--- config.mk ---
export PLATFORM = sky130hd
export DESIGN_NAME = acq_scan_seq
export DESIGN_NICKNAME = d
export VERILOG_FILES = /design/src/rtl/acq_scan_pkg.sv /design/src/rtl/acq_scan_trig.sv /design/src/rtl/acq_scan_cfg_mem.sv /design/src/rtl/acq_scan_run.sv /design/src/rtl/acq_scan_seq.sv
export SDC_FILE = /design/constraint.sdc
export NUM_CORES = 1
export LEC_CHECK = 0
export ABC_AREA = 0
export CAP_MARGIN = 20
export CORE_ASPECT_RATIO = 0.5
export CORE_MARGIN = 2
export CORE_UTILIZATION = 30
export DETAILED_ROUTE_END_ITERATION = 16
export DONT_BUFFER_PORTS = 1
export GPL_ROUTABILITY_DRIVEN = 0
export PLACE_DENSITY = 0.48
export RECOVER_POWER = 25
export SYNTH_ARGS = -nofsm -noshare
export SYNTH_HDL_FRONTEND = slang
export SYNTH_SLANG_ARGS = --single-unit
--- constraint.sdc ---
create_clock -name clk_i -period 4.9 [get_ports clk_i]
set_input_delay 0.735 -clock clk_i [delete_from_list [all_inputs] [get_ports clk_i]]
set_output_delay 0.735 -clock clk_i [all_outputs]
set_load 0.05 [all_outputs]
--- src/rtl/acq_scan_pkg.sv ---
package acq_scan_pkg;
   localparam int unsigned GAIN_W = 3;
   localparam int unsigned FLAG_W = 2;

   function automatic int unsigned entry_width(input int unsigned ch_w);
      return ch_w + GAIN_W + FLAG_W;
   endfunction
endpackage

--- src/rtl/acq_scan_trig.sv ---
module acq_scan_trig #(
   parameter int unsigned SYNC_STAGES = 2
) (
   input  logic clk_i,
   input  logic rst_ni,
   input  logic ext_trig_ni,
   input  logic bus_mode_i,
   input  logic ext_dis_i,
   input  logic start_wr_i,
   input  logic bus_trig_i,
   output logic trig_o
);
   localparam int unsigned CHAIN_W = SYNC_STAGES + 1;

   logic [CHAIN_W-1:0] chain_q;
   logic               ext_fall;

   generate
      if (SYNC_STAGES < 2) begin : g_bad_sync
         $error("acq_scan_trig: SYNC_STAGES must be at least 2");
      end
   endgenerate

   // The synchronizer stages plus one delay flop for edge detection; the line idles high.
   always_ff @(posedge clk_i or negedge rst_ni) begin
      if (!rst_ni) chain_q <= '1;
      else         chain_q <= {chain_q[CHAIN_W-2:0], ext_trig_ni};
   end

   assign ext_fall = chain_q[CHAIN_W-1] & ~chain_q[CHAIN_W-2];

   always_comb begin
      if (bus_mode_i) trig_o = bus_trig_i;
      else            trig_o = start_wr_i | (ext_fall & ~ext_dis_i);
   end
endmodule

--- src/rtl/acq_scan_cfg_mem.sv ---
module acq_scan_cfg_mem #(
   parameter int unsigned DEPTH   = 16,
   parameter int unsigned ENTRY_W = 11,
   localparam int unsigned IDX_W  = (DEPTH > 1) ? $clog2(DEPTH) : 1
) (
   input  logic               clk_i,
   input  logic               rst_ni,
   input  logic               we_i,
   input  logic [ENTRY_W-1:0] wdata_i,
   input  logic               wptr_clr_i,
   input  logic               lock_i,
   input  logic [IDX_W-1:0]   rd_idx_i,
   output logic [ENTRY_W-1:0] rd_data_o
);
   logic [ENTRY_W-1:0] mem_q [DEPTH];
   logic [IDX_W-1:0]   wptr_q;
   logic               wr_ok;

   assign wr_ok = we_i & ~lock_i;

   always_ff @(posedge clk_i or negedge rst_ni) begin
      if (!rst_ni) begin
         wptr_q <= '0;
      end else if (wptr_clr_i) begin
         wptr_q <= '0;
      end else if (wr_ok) begin
         if (wptr_q == IDX_W'(DEPTH - 1)) wptr_q <= '0;
         else                            wptr_q <= wptr_q + 1'b1;
      end
   end

   generate
      for (genvar e = 0; e < DEPTH; e++) begin : g_word
         always_ff @(posedge clk_i or negedge rst_ni) begin
            if (!rst_ni)                               mem_q[e] <= '0;
            else if (wr_ok && wptr_q == IDX_W'(e))     mem_q[e] <= wdata_i;
         end
      end
   endgenerate

   assign rd_data_o = mem_q[rd_idx_i];
endmodule

--- src/rtl/acq_scan_run.sv ---
module acq_scan_run
   import acq_scan_pkg::*;
#(
   parameter int unsigned DEPTH   = 16,
   parameter int unsigned CNT_W   = 16,
   parameter int unsigned CH_W    = 6,
   localparam int unsigned IDX_W   = (DEPTH > 1) ? $clog2(DEPTH) : 1,
   localparam int unsigned ENTRY_W = CH_W + GAIN_W + FLAG_W
) (
   input  logic               clk_i,
   input  logic               rst_ni,
   input  logic               trig_i,
   input  logic               retrig_dis_i,
   input  logic               ack_i,
   input  logic               tick_i,
   input  logic               conv_done_i,
   input  logic               cnt_load_i,
   input  logic [CNT_W-1:0]   cnt_value_i,
   input  logic [ENTRY_W-1:0] entry_i,
   output logic [IDX_W-1:0]   idx_o,
   output logic               conv_req_o,
   output logic [CH_W-1:0]    chan_o,
   output logic [GAIN_W-1:0]  gain_o,
   output logic               range_o,
   output logic               busy_o,
   output logic               running_o,
   output logic               in_prog_o,
   output logic               overrun_o
);
   typedef struct packed {
      logic              last;
      logic              rng;
      logic [GAIN_W-1:0] gain;
      logic [CH_W-1:0]   chan;
   } entry_t;

   entry_t           ent;
   logic [CNT_W-1:0] reload_q, remain_q;
   logic             final_q;
   logic             accept, issue, finish;

   assign ent    = entry_t'(entry_i);
   assign accept = trig_i & ~running_o & ~(retrig_dis_i & in_prog_o);
   assign issue  = tick_i & running_o & ~busy_o & ~final_q;
   assign finish = conv_done_i & busy_o & final_q;

   always_ff @(posedge clk_i or negedge rst_ni) begin
      if (!rst_ni) reload_q <= '0;
      else if (cnt_load_i) reload_q <= cnt_value_i;
   end

   always_ff @(posedge clk_i or negedge rst_ni) begin
      if (!rst_ni) begin
         running_o <= 1'b0;
         final_q   <= 1'b0;
         remain_q  <= '0;
         idx_o     <= '0;
      end else if (accept) begin
         running_o <= 1'b1;
         final_q   <= 1'b0;
         remain_q  <= reload_q;
         idx_o     <= '0;
      end else begin
         if (finish) begin
            running_o <= 1'b0;
            final_q   <= 1'b0;
         end
         if (issue) begin
            if (remain_q == '0) final_q  <= 1'b1;
            else                remain_q <= remain_q - 1'b1;
            if (ent.last || idx_o == IDX_W'(DEPTH - 1)) idx_o <= '0;
            else                                        idx_o <= idx_o + 1'b1;
         end
      end
   end

   always_ff @(posedge clk_i or negedge rst_ni) begin
      if (!rst_ni) begin
         conv_req_o <= 1'b0;
         busy_o     <= 1'b0;
         chan_o     <= '0;
         gain_o     <= '0;
         range_o    <= 1'b0;
      end else begin
         conv_req_o <= issue;
         if (issue) begin
            busy_o  <= 1'b1;
            chan_o  <= ent.chan;
            gain_o  <= ent.gain;
            range_o <= ent.rng;
         end else if (conv_done_i) begin
            busy_o  <= 1'b0;
         end
      end
   end

   always_ff @(posedge clk_i or negedge rst_ni) begin
      if (!rst_ni) begin
         in_prog_o <= 1'b0;
         overrun_o <= 1'b0;
      end else begin
         if (accept)                  in_prog_o <= 1'b1;
         else if (ack_i && !running_o) in_prog_o <= 1'b0;
         if (tick_i && running_o && busy_o) overrun_o <= 1'b1;
         else if (ack_i)                    overrun_o <= 1'b0;
      end
   end
endmodule

--- src/rtl/acq_scan_seq.sv ---
module acq_scan_seq
   import acq_scan_pkg::*;
#(
   parameter int unsigned DEPTH       = 16,
   parameter int unsigned CNT_W       = 16,
   parameter int unsigned CH_W        = 6,
   parameter int unsigned SYNC_STAGES = 2,
   localparam int unsigned IDX_W   = (DEPTH > 1) ? $clog2(DEPTH) : 1,
   localparam int unsigned ENTRY_W = CH_W + GAIN_W + FLAG_W
) (
   input  logic               clk_i,
   input  logic               rst_ni,
   input  logic               cfg_we_i,
   input  logic [ENTRY_W-1:0] cfg_data_i,
   input  logic               wptr_clr_i,
   input  logic               cnt_load_i,
   input  logic [CNT_W-1:0]   cnt_value_i,
   input  logic               bus_mode_i,
   input  logic               ext_dis_i,
   input  logic               retrig_dis_i,
   input  logic               start_wr_i,
   input  logic               ext_trig_ni,
   input  logic               bus_trig_i,
   input  logic               ack_i,
   input  logic               tick_i,
   input  logic               conv_done_i,
   output logic               conv_req_o,
   output logic [CH_W-1:0]    chan_o,
   output logic [GAIN_W-1:0]  gain_o,
   output logic               range_o,
   output logic               busy_o,
   output logic               running_o,
   output logic               in_prog_o,
   output logic               overrun_o
);
   generate
      if (DEPTH < 2)                     begin : g_bad_depth $error("acq_scan_seq: DEPTH must be at least 2"); end
      if (CNT_W < 2)                     begin : g_bad_cnt   $error("acq_scan_seq: CNT_W must be at least 2"); end
      if (CH_W < 1)                      begin : g_bad_ch    $error("acq_scan_seq: CH_W must be at least 1"); end
      if (ENTRY_W != entry_width(CH_W))  begin : g_bad_ent   $error("acq_scan_seq: entry width mismatch"); end
   endgenerate

   logic               trig;
   logic [IDX_W-1:0]   rd_idx;
   logic [ENTRY_W-1:0] rd_entry;

   acq_scan_trig #(.SYNC_STAGES(SYNC_STAGES)) u_trig (
      .clk_i       (clk_i),
      .rst_ni      (rst_ni),
      .ext_trig_ni (ext_trig_ni),
      .bus_mode_i  (bus_mode_i),
      .ext_dis_i   (ext_dis_i),
      .start_wr_i  (start_wr_i),
      .bus_trig_i  (bus_trig_i),
      .trig_o      (trig)
   );

   acq_scan_cfg_mem #(.DEPTH(DEPTH), .ENTRY_W(ENTRY_W)) u_mem (
      .clk_i      (clk_i),
      .rst_ni     (rst_ni),
      .we_i       (cfg_we_i),
      .wdata_i    (cfg_data_i),
      .wptr_clr_i (wptr_clr_i),
      .lock_i     (running_o),
      .rd_idx_i   (rd_idx),
      .rd_data_o  (rd_entry)
   );

   acq_scan_run #(.DEPTH(DEPTH), .CNT_W(CNT_W), .CH_W(CH_W)) u_run (
      .clk_i        (clk_i),
      .rst_ni       (rst_ni),
      .trig_i       (trig),
      .retrig_dis_i (retrig_dis_i),
      .ack_i        (ack_i),
      .tick_i       (tick_i),
      .conv_done_i  (conv_done_i),
      .cnt_load_i   (cnt_load_i),
      .cnt_value_i  (cnt_value_i),
      .entry_i      (rd_entry),
      .idx_o        (rd_idx),
      .conv_req_o   (conv_req_o),
      .chan_o       (chan_o),
      .gain_o       (gain_o),
      .range_o      (range_o),
      .busy_o       (busy_o),
      .running_o    (running_o),
      .in_prog_o    (in_prog_o),
      .overrun_o    (overrun_o)
   );
endmodule

==> results.ini, run 1 <==
[sta]
hold_viol = 122
setup_viol = 0
slew_viol_final = 0
fin_crit_sh_pct = 61.0
min_period_ps = 2990
fmax_mhz = 335
whs_ps = -116
rsz0062_at_grt = false
worst_pin_slew_ps = 966
setup-tns-final_ps = 0
slew_headroom_pct = 35.6
final.setup_skew_ps = 17.3

[grt]
gr-max-usage-layer = met2
grt_pass1_wl_um = 40600
antenna_found_initial = 0
grtUsageMet1_pct = 19.5
grt-ovfl-total = 0
use_met3_pct = 2.33
grt_max_degree = 236
first_global_vias = 6630
grt_use_met2_pct = 22.4
grt.total_usage_pct = 13.9

[power_and_ir_drop]
vdd_drop_max_v = 0.000329
leakagePower_uw = 0.00551
powerDensity_nw_per_um2 = 473

[setup_path]
worst_ep_arrival_time_ps = 3370
worstPathCellList = nand4bb_1 > buf_4 > clkinv_1 > nand2b_1 > nor3_1 > nor3_1 > a21oi_1
slowest_stage = dfrtp_1
cp_max_fo = 17
worst-path-buf-inv = 2
setup.worst_path.start_class = flip-flop
crit_family = simple AND/OR/NAND/NOR gates
max_stage_delay_ps = 700
worst_r2r_path_depth = 7
endpoint_kind = flip-flop
cp_num_cells = 7
crit_top_cell = nor3_1
required_ps = 5280
critical_path_class = flip-flop to flip-flop

[cells_and_area]
finalNonFillerCells = 1270
drive_above_1_share_pct = 38.4
synthToLayoutAreaGrowth_pct = 12.5
nNetsFinal = 814
design_area_um2 = 12100
antenna_cells = 0
num-fill-cells = 3475

[yosys]
synth-async-reset-ratio_pct = 100
syn_area_per_cell_um2 = 13.7
yosys_warnings = 0
syn_nets = 834
synthCells = 787
ys_types = 52
yosys_most_used_dff = dfrtp_1
ys_seq_elements = 235
ys_seq_area_share_pct = 54.6
syn_area_um2 = 10800
synth-edff-count = 0

[clock_network]
cts_max_path_buffers = 3
cts_root_buf = clkbuf_16
clock_latency_ps = 560
cts_inserted_buffers = 25
cts.repair.resized = 0
post_cts_buffers = 0
htree_num_levels = 1
clock-sinks = 235
clk_pin_slew_worst_paths_ps = 60
cts_tree = built

[job]
cap_violations = 0

[status]
violations = hold timing
status = finished with violations

[detailed_routing]
first_pass_iters = 4
wl_um = 25500
via_count = 6268
viasPerCell = 4.94
wl_per_cell_um = 20.1
drt_iter0_drc = 364
drcViolationCount = 0
ant_nets = 0

[die]
rows = 49
initial_core_util_pct = 30.2
dieArea_um2 = 37600
coreArea_um2 = 35700
ios = 56
die_w_um = 272
fp.dieH_um = 138

[placed_design]
place_area_um2 = 11200
dp_cells = 1224
dpl.hpwl_um = 15200
port_buffers = 0

[min_path]
min_path_type = input pin to asynchronous set/reset pin

cells by family after synthesis:
logic type                 count (synthesis)  synth area share (%)
and+or+nand+nor                          123                  6.14
xor gates and xnor gates                  10                 0.813
adders and majority gates                  6                 0.696
buffers and inverters                     65                  2.43
muxes                                    266                  30.6
AOI/OAI and AO/OA                         82                  4.75
DFF                                      235                  54.6
cells in the final DEF (no fill, tap or decap), types with 3 or more instances in the layout:
cell type  synthesis  routed
dfrtp_1          232     230
mux2_2           203     203
nand2_1           51      51
mux2i_1           32      32
mux4_2            30      30
o21ai_0           25      25
clkbuf_16          0      25
a21oi_1           20      20
nor2_1            13      13
inv_1             10      10
nor3_1             9       9
nand3_1            9       9
xnor2_1            9       9
clkbuf_8           0       9
a22oi_1            7       7
buf_4              0       7
nor2b_1            6       6
ha_1               6       6
nor3b_1            5       5
nand2b_1           5       5
a21boi_0           5       5
o211ai_1           5       5
o21ai_1            5       5
nor4_1             4       4
clkinv_2           0       4
or3_1              3       3
and3_1             3       3
a31oi_1            3       3
bufinv_16          0       3
clkbuf_1          43       3
dfstp_2            3       3
state kept, by name, summed over array words and instances, names as in the netlist:
register	flops
u_run.gain_o	3
u_trig.chain_q	3
u_run.in_prog_o	1
u_mem.wptr_q	4
u_run.range_o	1
u_run.remain_q	16
u_run.busy_o	1
u_run.overrun_o	1
u_run.final_q	1
u_run.chan_o	6
u_run.conv_req_o	1
u_run.idx_o	4
u_run.reload_q	16
u_mem.mem_q	176
u_run.running_o	1
routing by layer:
layer / part of all wire (%) / wire, µm
met4: 2.5 / 648
met5: 0 / 0
met2: 47 / 11900
met1: 47 / 12100
met3: 3.3 / 839
path summary, 6_finish.rpt:
check,startpoint,to,slack [ps]
worst min-delay path,rst_ni,u_mem.mem_q[133],-120
worst min register to register,u_trig.chain_q[0],u_trig.chain_q[1],360
min in group clk_i,ext_trig_ni,u_trig.chain_q[0],190
worst max-delay path,u_run.busy_o,u_run.idx_o[0],1910
max in group asynchronous,rst_ni,u_run.idx_o[0],4460
worst max register to register,u_run.busy_o,u_run.idx_o[0],1910
cells in the mapped netlist, types with 2 or more instances:
| library cell | count | share of area, % |
|---|---|---|
| dfrtp_1 | 232 | 54 |
| mux2_2 | 203 | 21 |
| nand2_1 | 51 | 1.8 |
| clkbuf_1 | 43 | 1.5 |
| mux2i_1 | 32 | 3.0 |
| mux4_2 | 30 | 6.3 |
| o21ai_0 | 25 | 1.2 |
| a21oi_1 | 20 | 0.93 |
| nor2_1 | 13 | 0.45 |
| inv_1 | 10 | 0.35 |
| nand3_1 | 9 | 0.42 |
| nor3_1 | 9 | 0.42 |
| xnor2_1 | 9 | 0.73 |
| buf_2 | 8 | 0.37 |
| a22oi_1 | 7 | 0.49 |
| ha_1 | 6 | 0.70 |
| nor2b_1 | 6 | 0.35 |
| a21boi_0 | 5 | 0.35 |
| nand2b_1 | 5 | 0.29 |
| nor3b_1 | 5 | 0.35 |
| o211ai_1 | 5 | 0.35 |
| o21ai_1 | 5 | 0.23 |
| nor4_1 | 4 | 0.23 |
| a31oi_1 | 3 | 0.17 |
| and3_1 | 3 | 0.17 |
| dfstp_2 | 3 | 0.73 |
| or3_1 | 3 | 0.17 |
| a21o_1 | 2 | 0.14 |
| and2_1 | 2 | 0.12 |
| buf_1 | 2 | 0.070 |
| nor4_2 | 2 | 0.23 |
| nor4_4 | 2 | 0.39 |
| o22ai_1 | 2 | 0.12 |
| or3b_2 | 2 | 0.16 |
| or4_4 | 2 | 0.21 |
metrics by stage:
stage	power (µW)	hold WS (ps)	utilization (%)	setup slack (ps)
6_report	5730	-116	34.0	1910
4_1_cts	5820	-142	34.0	1860
3_3_place_gp	3720	346	31.5	1840
2_1_floorplan	3450	345	-	2640
5_1_grt	6040	-138	34.0	1740
3_5_place_dp	3730	348	31.5	1880
power breakdown:
group / switching, µW / internal (µW) / total [µW]
logic: 469 / 543 / 1010
clock network: 821 / 1240 / 2060
registers: 480 / 2180 / 2660
total: 1770 / 3960 / 5730
final cells by class:
class                           instances  area (µm²)  area share (%)
Tap cell                              484         606            5.00
Inverter                               11        41.3           0.341
Clock buffer                           37         761            6.28
Sequential cell                       235        5890            48.6
Multi-Input combinational cell        487        4630            38.2
Timing Repair Buffer                    7        52.6           0.434
Clock inverter                          9         139            1.15
No activity file was read; power rests on OpenSTA's default activity.
==> inputs of run 2 (changes only) <==
- clock period: 4.9 -> 3 ns (I/O delays scaled with it)
==> run 2 against run 1 <==
Compared with the run above:
- the run still ends with hold timing left
- worst hold slack got worse by 280 ps
- count of clock-buffer cells in the layout rose by 3
- combinational power rose by 88%
- highest routed layer unchanged
- utilization rose by 0.56 points
- wire length rose by 0.91%
- sequential cell count did not move
- critical endpoint is now u_mem.mem_q[38]
- die area did not move
- fmax rose by 32%
==> results.ini, run 2 (synthesized netlist as in run 1, its figures left out) <==
[cells_and_area]
regMostFlops = u_mem.mem_q
antenna_cells = 0  ; unchanged
nNetsFinal = 837  ; +2.8%
largest_reg_flops = 176  ; unchanged
top_regs = u_mem.mem_q (176), u_run.reload_q (16), u_run.remain_q (16)
finalNonFillerCells = 1293  ; +1.8%
mostFrequentLayoutCells = dfrtp_1 (230), mux2_2 (203), nand2_1 (51)
drive_above_1_share_pct = 39.3  ; +0.89 points
synthToLayoutAreaGrowth_pct = 14.3
layout_commonest_cell = dfrtp_1

[power_and_ir_drop]
p_sw_share_pct = 30.9  ; about the same
share_comb_of_total_power_pct = 20.2  ; +2.5 points
vdd_drop_max_v = 0.000437  ; +33%
power_frac_seq_pct = 44.9  ; -1.5 points
p_int_uw = 6500  ; +64%
pwr-share-clk_pct = 34.9  ; -1.0 points
p_sw_uw = 2910  ; +64%
powerDensity_nw_per_um2 = 763  ; +61%
leakagePower_uw = 0.00561  ; +1.8%

[detailed_routing]
drcViolationCount = 0  ; unchanged
wl_per_cell_um = 19.9  ; -0.89%
via_count = 6346  ; +1.2%
wl_um = 25800  ; +0.91%
first_pass_iters = 4  ; unchanged
viasPerCell = 4.91  ; -0.56%
drt_iter0_drc = 290  ; -20%
ant_nets = 0  ; unchanged

[setup_path]
required_ps = 3420  ; -1860 ps
setup.worst_path.start_class = flip-flop
cp_max_fo = 11  ; -6
worst_ep_arrival_time_ps = 2680  ; -690 ps
endpoint_kind = flip-flop
critical_path_class = flip-flop to flip-flop

[placed_design]
dp_cells = 1242  ; +1.5%
dpl.hpwl_um = 16300  ; +6.8%
port_buffers = 0  ; unchanged

[clock_network]
cts_inserted_buffers = 25  ; unchanged
clk_pin_slew_worst_paths_ps = 60  ; about the same
cts_root_buf = clkbuf_16
post_cts_buffers = 0  ; unchanged
cts.repair.resized = 0  ; unchanged
clock-sinks = 235  ; unchanged
cts_hold_buf = 5
htree_num_levels = 1  ; unchanged
cts_tree = built
cts_max_path_buffers = 3  ; unchanged
clock_latency_ps = 550  ; about the same

[sta]
slew_headroom_pct = 44.8  ; +9.2 points
min_period_ps = 2260  ; -727 ps
setup-tns-final_ps = 0  ; unchanged
fmax_mhz = 442  ; +32%
final.setup_skew_ps = 25.1  ; +7.75 ps
rsz0062_at_grt = false
slew_viol_final = 0  ; unchanged
whs_ps = -394  ; -277 ps
setup_viol = 0  ; unchanged
worst_pin_slew_ps = 827  ; -140 ps
fin_crit_sh_pct = 75.4  ; +14 points
hold_viol = 235  ; +93%

[die]
fp.dieH_um = 138  ; unchanged
ios = 56  ; unchanged
dieArea_um2 = 37600  ; unchanged
initial_core_util_pct = 30.2  ; unchanged
rows = 49  ; unchanged
die_w_um = 272  ; unchanged
coreArea_um2 = 35700  ; unchanged

[grt]
grt-ovfl-total = 0  ; unchanged
grt_pass1_wl_um = 40900  ; +0.82%
grt.total_usage_pct = 14.1  ; +0.15 points
antenna_found_initial = 0  ; unchanged
first_global_vias = 6826  ; +3.0%
grt_max_degree = 236  ; unchanged

[status]
violations = hold timing
status = finished with violations

[min_path]
min_path_type = input pin to asynchronous set/reset pin

[job]
cap_violations = 0  ; unchanged

## run 2: changes by cell type in the layout (fill, tap and decap cells not counted), sizes merged
| cell | delta |
|---|---|
| clkbuf | +3 |
| bufinv | -1 |
| clkinv | -2 |
| dlygate4sd3 | +5 |
| buf | +18 |
## run 2: cell type report
type                    instances  area (µm²)
well taps                     484         606
clock inverters                 6        95.1
inverters                      11        41.3
fillers                      3459       23400
repair buffers                 30         275
clock buffers                  40         782
multi-input cells             487        4630
flip-flops and latches        235        5890
## run 2: worst paths after layout
path                       slack [ps]  cells past startpoint              start           endpoint
setup reg to reg                  740                      5    u_run.running_o    u_mem.mem_q[38]
hold / removal                   -390                      0             rst_ni   u_mem.mem_q[144]
setup / recovery                  740                      5    u_run.running_o    u_mem.mem_q[38]
hold reg to reg                   360                      0  u_trig.chain_q[0]  u_trig.chain_q[1]
max in group asynchronous        3010                      0             rst_ni     u_run.idx_o[1]
min in group clk_i                 40                      1      cfg_data_i[9]   u_mem.mem_q[152]
## run 2: per-layer routing
| layer | up-vias | global-route usage, % | wire length, µm |
|---|---|---|---|
| li1 | 2873 | - | - |
| met1 | 3335 | 19.4 | 12200 |
| met2 | 95 | 22.8 | 12100 |
| met3 | 43 | 2.34 | 695 |
| met4 | 0 | 4.16 | 763 |
| met5 | - | 0 | 0 |
## run 2: worst max-delay path: stages (launching register included)
cell     delay [ps]
dfrtp_1         380
buf_4           220
nor2b_1         260
and3_1          280
nand2_1         530
mux2_2          480
## run 2: power groups by stage
stage | clock network, µW | logic [µW] | registers (µW)
4_1_cts | 3380 | 1940 | 4230
6_report | 3290 | 1900 | 4220
2_1_floorplan | 0 | 1550 | 4090
3_5_place_dp | 0 | 1920 | 4280
3_3_place_gp | 0 | 1890 | 4280
5_1_grt | 3510 | 2080 | 4280
## run 2: through the flow
step / utilization [%] / setup WS (ps) / hold WS [ps] / cell area, µm² / power [µW]
CTS: 34.5 / 732 / -431 / 12300 / 9550
global placement: 31.9 / 761 / 167 / 11400 / 6170
floorplan: - / 908 / 154 / 10800 / 5640
global route: 34.5 / 640 / -426 / 12300 / 9870
detailed placement: 31.9 / 764 / 167 / 11400 / 6200
finish: 34.5 / 739 / -394 / 12300 / 9400
==> inputs of run 3 (changes only) <==
- ABC_AREA: 0 -> 1
- clock period: 3 -> 2.1 ns (I/O delays scaled with it)
==> run 3 against run 2 <==
Compared with the run above:
- the flow still finishes with violations (hold timing)
- non-clock buffer count up 38
- via count up 41%
- worst setup slack worse by 500 ps
- first-iteration DRC count rose to 3.0 times the previous value
- die area up 1.8%
- final area up 3.2%
- cell count up 44%
- sequential power up 41%
- worst hold slack worse by 120 ps
- synthesized area up 1.9%
- sequential cell count unchanged
- global-route usage up 2.8 points
- critical endpoint is now u_run.reload_q[2]
==> results.ini, run 3 <==
[grt]
grt_max_degree = 236  ; unchanged
grt_pass1_wl_um = 50100  ; +23%
grt.total_usage_pct = 16.8  ; +2.8 points
first_global_vias = 8661  ; +27%
antenna_found_initial = 1  ; +1
grt-ovfl-total = 0  ; unchanged

[sta]
whs_ps = -511  ; -117 ps
worst_pin_slew_ps = 974  ; +148 ps
final.setup_skew_ps = 19.4  ; -5.66 ps
setup_viol = 0  ; unchanged
fin_crit_sh_pct = 88.7
fmax_mhz = 537
slew_viol_final = 0  ; unchanged
hold_viol = 235  ; unchanged
min_period_ps = 1860
rsz0062_at_grt = false
setup-tns-final_ps = 0  ; unchanged
slew_headroom_pct = 34.8  ; -9.9 points

[detailed_routing]
drcViolationCount = 0  ; unchanged
via_count = 8932  ; +41%
wl_per_cell_um = 16.9  ; -15%
wl_um = 31400  ; +22%
ant_nets = 0  ; unchanged
viasPerCell = 4.81  ; -2.0%
drt_iter0_drc = 879  ; +200%
first_pass_iters = 5  ; +1

[placed_design]
dpl.hpwl_um = 19100  ; +18%
port_buffers = 0  ; unchanged

[setup_path]
worst-path-buf-inv = 2  ; +1
critical_path_class = input pin to flip-flop
crit_top_cell = dlygate4sd3_1
max_stage_delay_ps = 1170  ; +640 ps
rrSetupSlack_ps = 250  ; -490 ps
worstPathCellList = dlygate4sd3_1 > o21ai_0 > dlygate4sd3_1
worst_ep_arrival_time_ps = 2280  ; -400 ps
cp_max_fo = 27  ; +16
crit_family = buffers and inverters
endpoint_kind = flip-flop
setup.worst_path.start_class = input pin
required_ps = 2510  ; -910 ps
slowest_stage = dlygate4sd3_1

[yosys]
yosysMostFrequentCell = nand2_1
synth-compound-area-share_pct = 17.8  ; +13 points
synth_area_leaders = dfrtp_1 (53%), nand2_1 (9.5%), o21ai_1 (5.4%)
yosys_most_used_dff = dfrtp_1
synth-async-reset-ratio_pct = 100  ; unchanged
muxShareOfSynthArea_pct = 0.513  ; -30 points
ys_types = 36  ; -31%
synth_top_family_by_area = simple AND/OR/NAND/NOR gates
syn_area_per_cell_um2 = 8.21  ; -40%
syn_area_um2 = 11000  ; +1.9%
synthCells = 1338  ; +70%
yosys.area.top_type = dfrtp_1
yosys_warnings = 0  ; unchanged
yosys.area.top_type_share_pct = 52.9  ; -0.98 points
syn_nets = 1385  ; +66%
ys_seq_area_share_pct = 53.6  ; -1.0 points
synthAdderAreaFrac_pct = 0.684  ; -0.013 points
yosys-top-cells-count = nand2_1 (279), dfrtp_1 (232), nor2_1 (135)
synth-xor-area-share_pct = 0.319  ; -0.49 points
yosys.area_share.simple_pct = 19.3  ; +13 points
ys_seq_elements = 235  ; unchanged
synth-edff-count = 0  ; unchanged

[clock_network]
post_cts_buffers = 0  ; unchanged
cts_root_buf = clkbuf_16
cts_tree = built
cts_hold_buf = 33  ; +28
clk_pin_slew_worst_paths_ps = 60  ; about the same
htree_num_levels = 1  ; unchanged
clock-sinks = 235  ; unchanged
cts_inserted_buffers = 26  ; +4.0%
cts_max_path_buffers = 3  ; unchanged
clock_latency_ps = 550  ; about the same

[die]
ios = 56  ; unchanged
dieArea_um2 = 38200  ; +1.8%
die_w_um = 275  ; +0.91%
rows = 49  ; unchanged
coreArea_um2 = 36000  ; +0.86%
initial_core_util_pct = 30.5  ; +0.30 points
fp.dieH_um = 139  ; +0.90%

[cells_and_area]
mostFrequentLayoutCells = nand2_1 (279), dfrtp_1 (230), nor2_1 (135)
largest_reg_flops = 176  ; unchanged
layout_commonest_cell = nand2_1
regMostFlops = u_mem.mem_q
drive_above_1_share_pct = 9.25  ; -30 points
num-fill-cells = 3740  ; +8.1%
synthToLayoutAreaGrowth_pct = 15.8
nNetsFinal = 1400  ; +67%
antenna_cells = 0  ; unchanged
top_regs = u_mem.mem_q (176), u_run.reload_q (16), u_run.remain_q (16)

[power_and_ir_drop]
leakagePower_uw = 0.00584  ; +4.0%
vdd_drop_max_v = 0.000595  ; +36%
powerDensity_nw_per_um2 = 1180  ; +54%

[job]
cap_violations = 0  ; unchanged

[status]
violations = hold timing
status = finished with violations

[min_path]
min_path_type = input pin to asynchronous set/reset pin

run 3: timing repair:
| item | in CTS | in global routing |
|---|---|---|
| endpoints found under the hold margin | 323 | 235 |
| setup endpoints to repair | 0 | 6 |
| resized for setup | 0 | 1 |
run 3: where the power goes:
group,switching (µW),leakage [µW],internal [µW]
clock network,1890,0.000411,2630
logic,2930,0.00260,1520
registers,813,0.00283,5160
run 3: area by class of cell:
type	instances	area (µm²)	share of cell area, %
Sequential cell	235	5890	46.3
Multi-Input combinational cell	898	4240	33.4
Clock buffer	41	767	6.03
Timing Repair Buffer	68	668	5.25
Tap cell	484	606	4.76
Inverter	124	468	3.68
Clock inverter	7	73.8	0.581
run 3: kinds of logic after synthesis:
kind of cell,Yosys count
adder cells (fa/ha/maj),6
AND/OR/NAND/NOR,515
XOR/XNOR,4
multiplexers,5
buffers and inverters,205
AO/OA/AOI/OAI,368
flip-flops,235
run 3: path summary, 6_finish.rpt:
check                                        from                 to  depth (start not counted)
worst min-delay path                       rst_ni  u_run.reload_q[3]                          0
worst max register to register  u_run.remain_q[1]  u_run.remain_q[0]                         11
worst max-delay path                   cnt_load_i  u_run.reload_q[2]                          3
min in group clk_i                    conv_done_i    u_run.running_o                          3
worst min register to register  u_trig.chain_q[0]  u_trig.chain_q[1]                          0
max in group asynchronous                  rst_ni    u_mem.mem_q[73]                          0
run 3: worst reg2reg max path, stage by stage (launching register included):
cell	delay, ps
dfrtp_1	380
inv_1	90
ha_1	190
nand2_1	90
nor2_1	160
nand2_1	120
nor3_2	130
nand2_2	110
nand2_4	140
inv_4	140
nand2_1	120
o21ai_2	50
run 3: layer usage:
layer	global-route usage (%)	wire, µm
met1	24.2	15100
met2	26.1	13900
met3	2.90	1660
met4	4.49	750
met5	0	0
run 3: through the flow:
step	instance area, µm²	utilization [%]	power (µW)	std cells	setup slack [ps]
6_report	12700	35.3	14900	1857	238
5_1_grt	12700	35.3	16000	1857	38.4
4_1_cts	12700	35.3	15100	1857	204
3_5_place_dp	11500	32.1	10400	1776	212
3_3_place_gp	11500	32.1	10400	1776	247
2_1_floorplan	11000	-	9170	1338	415
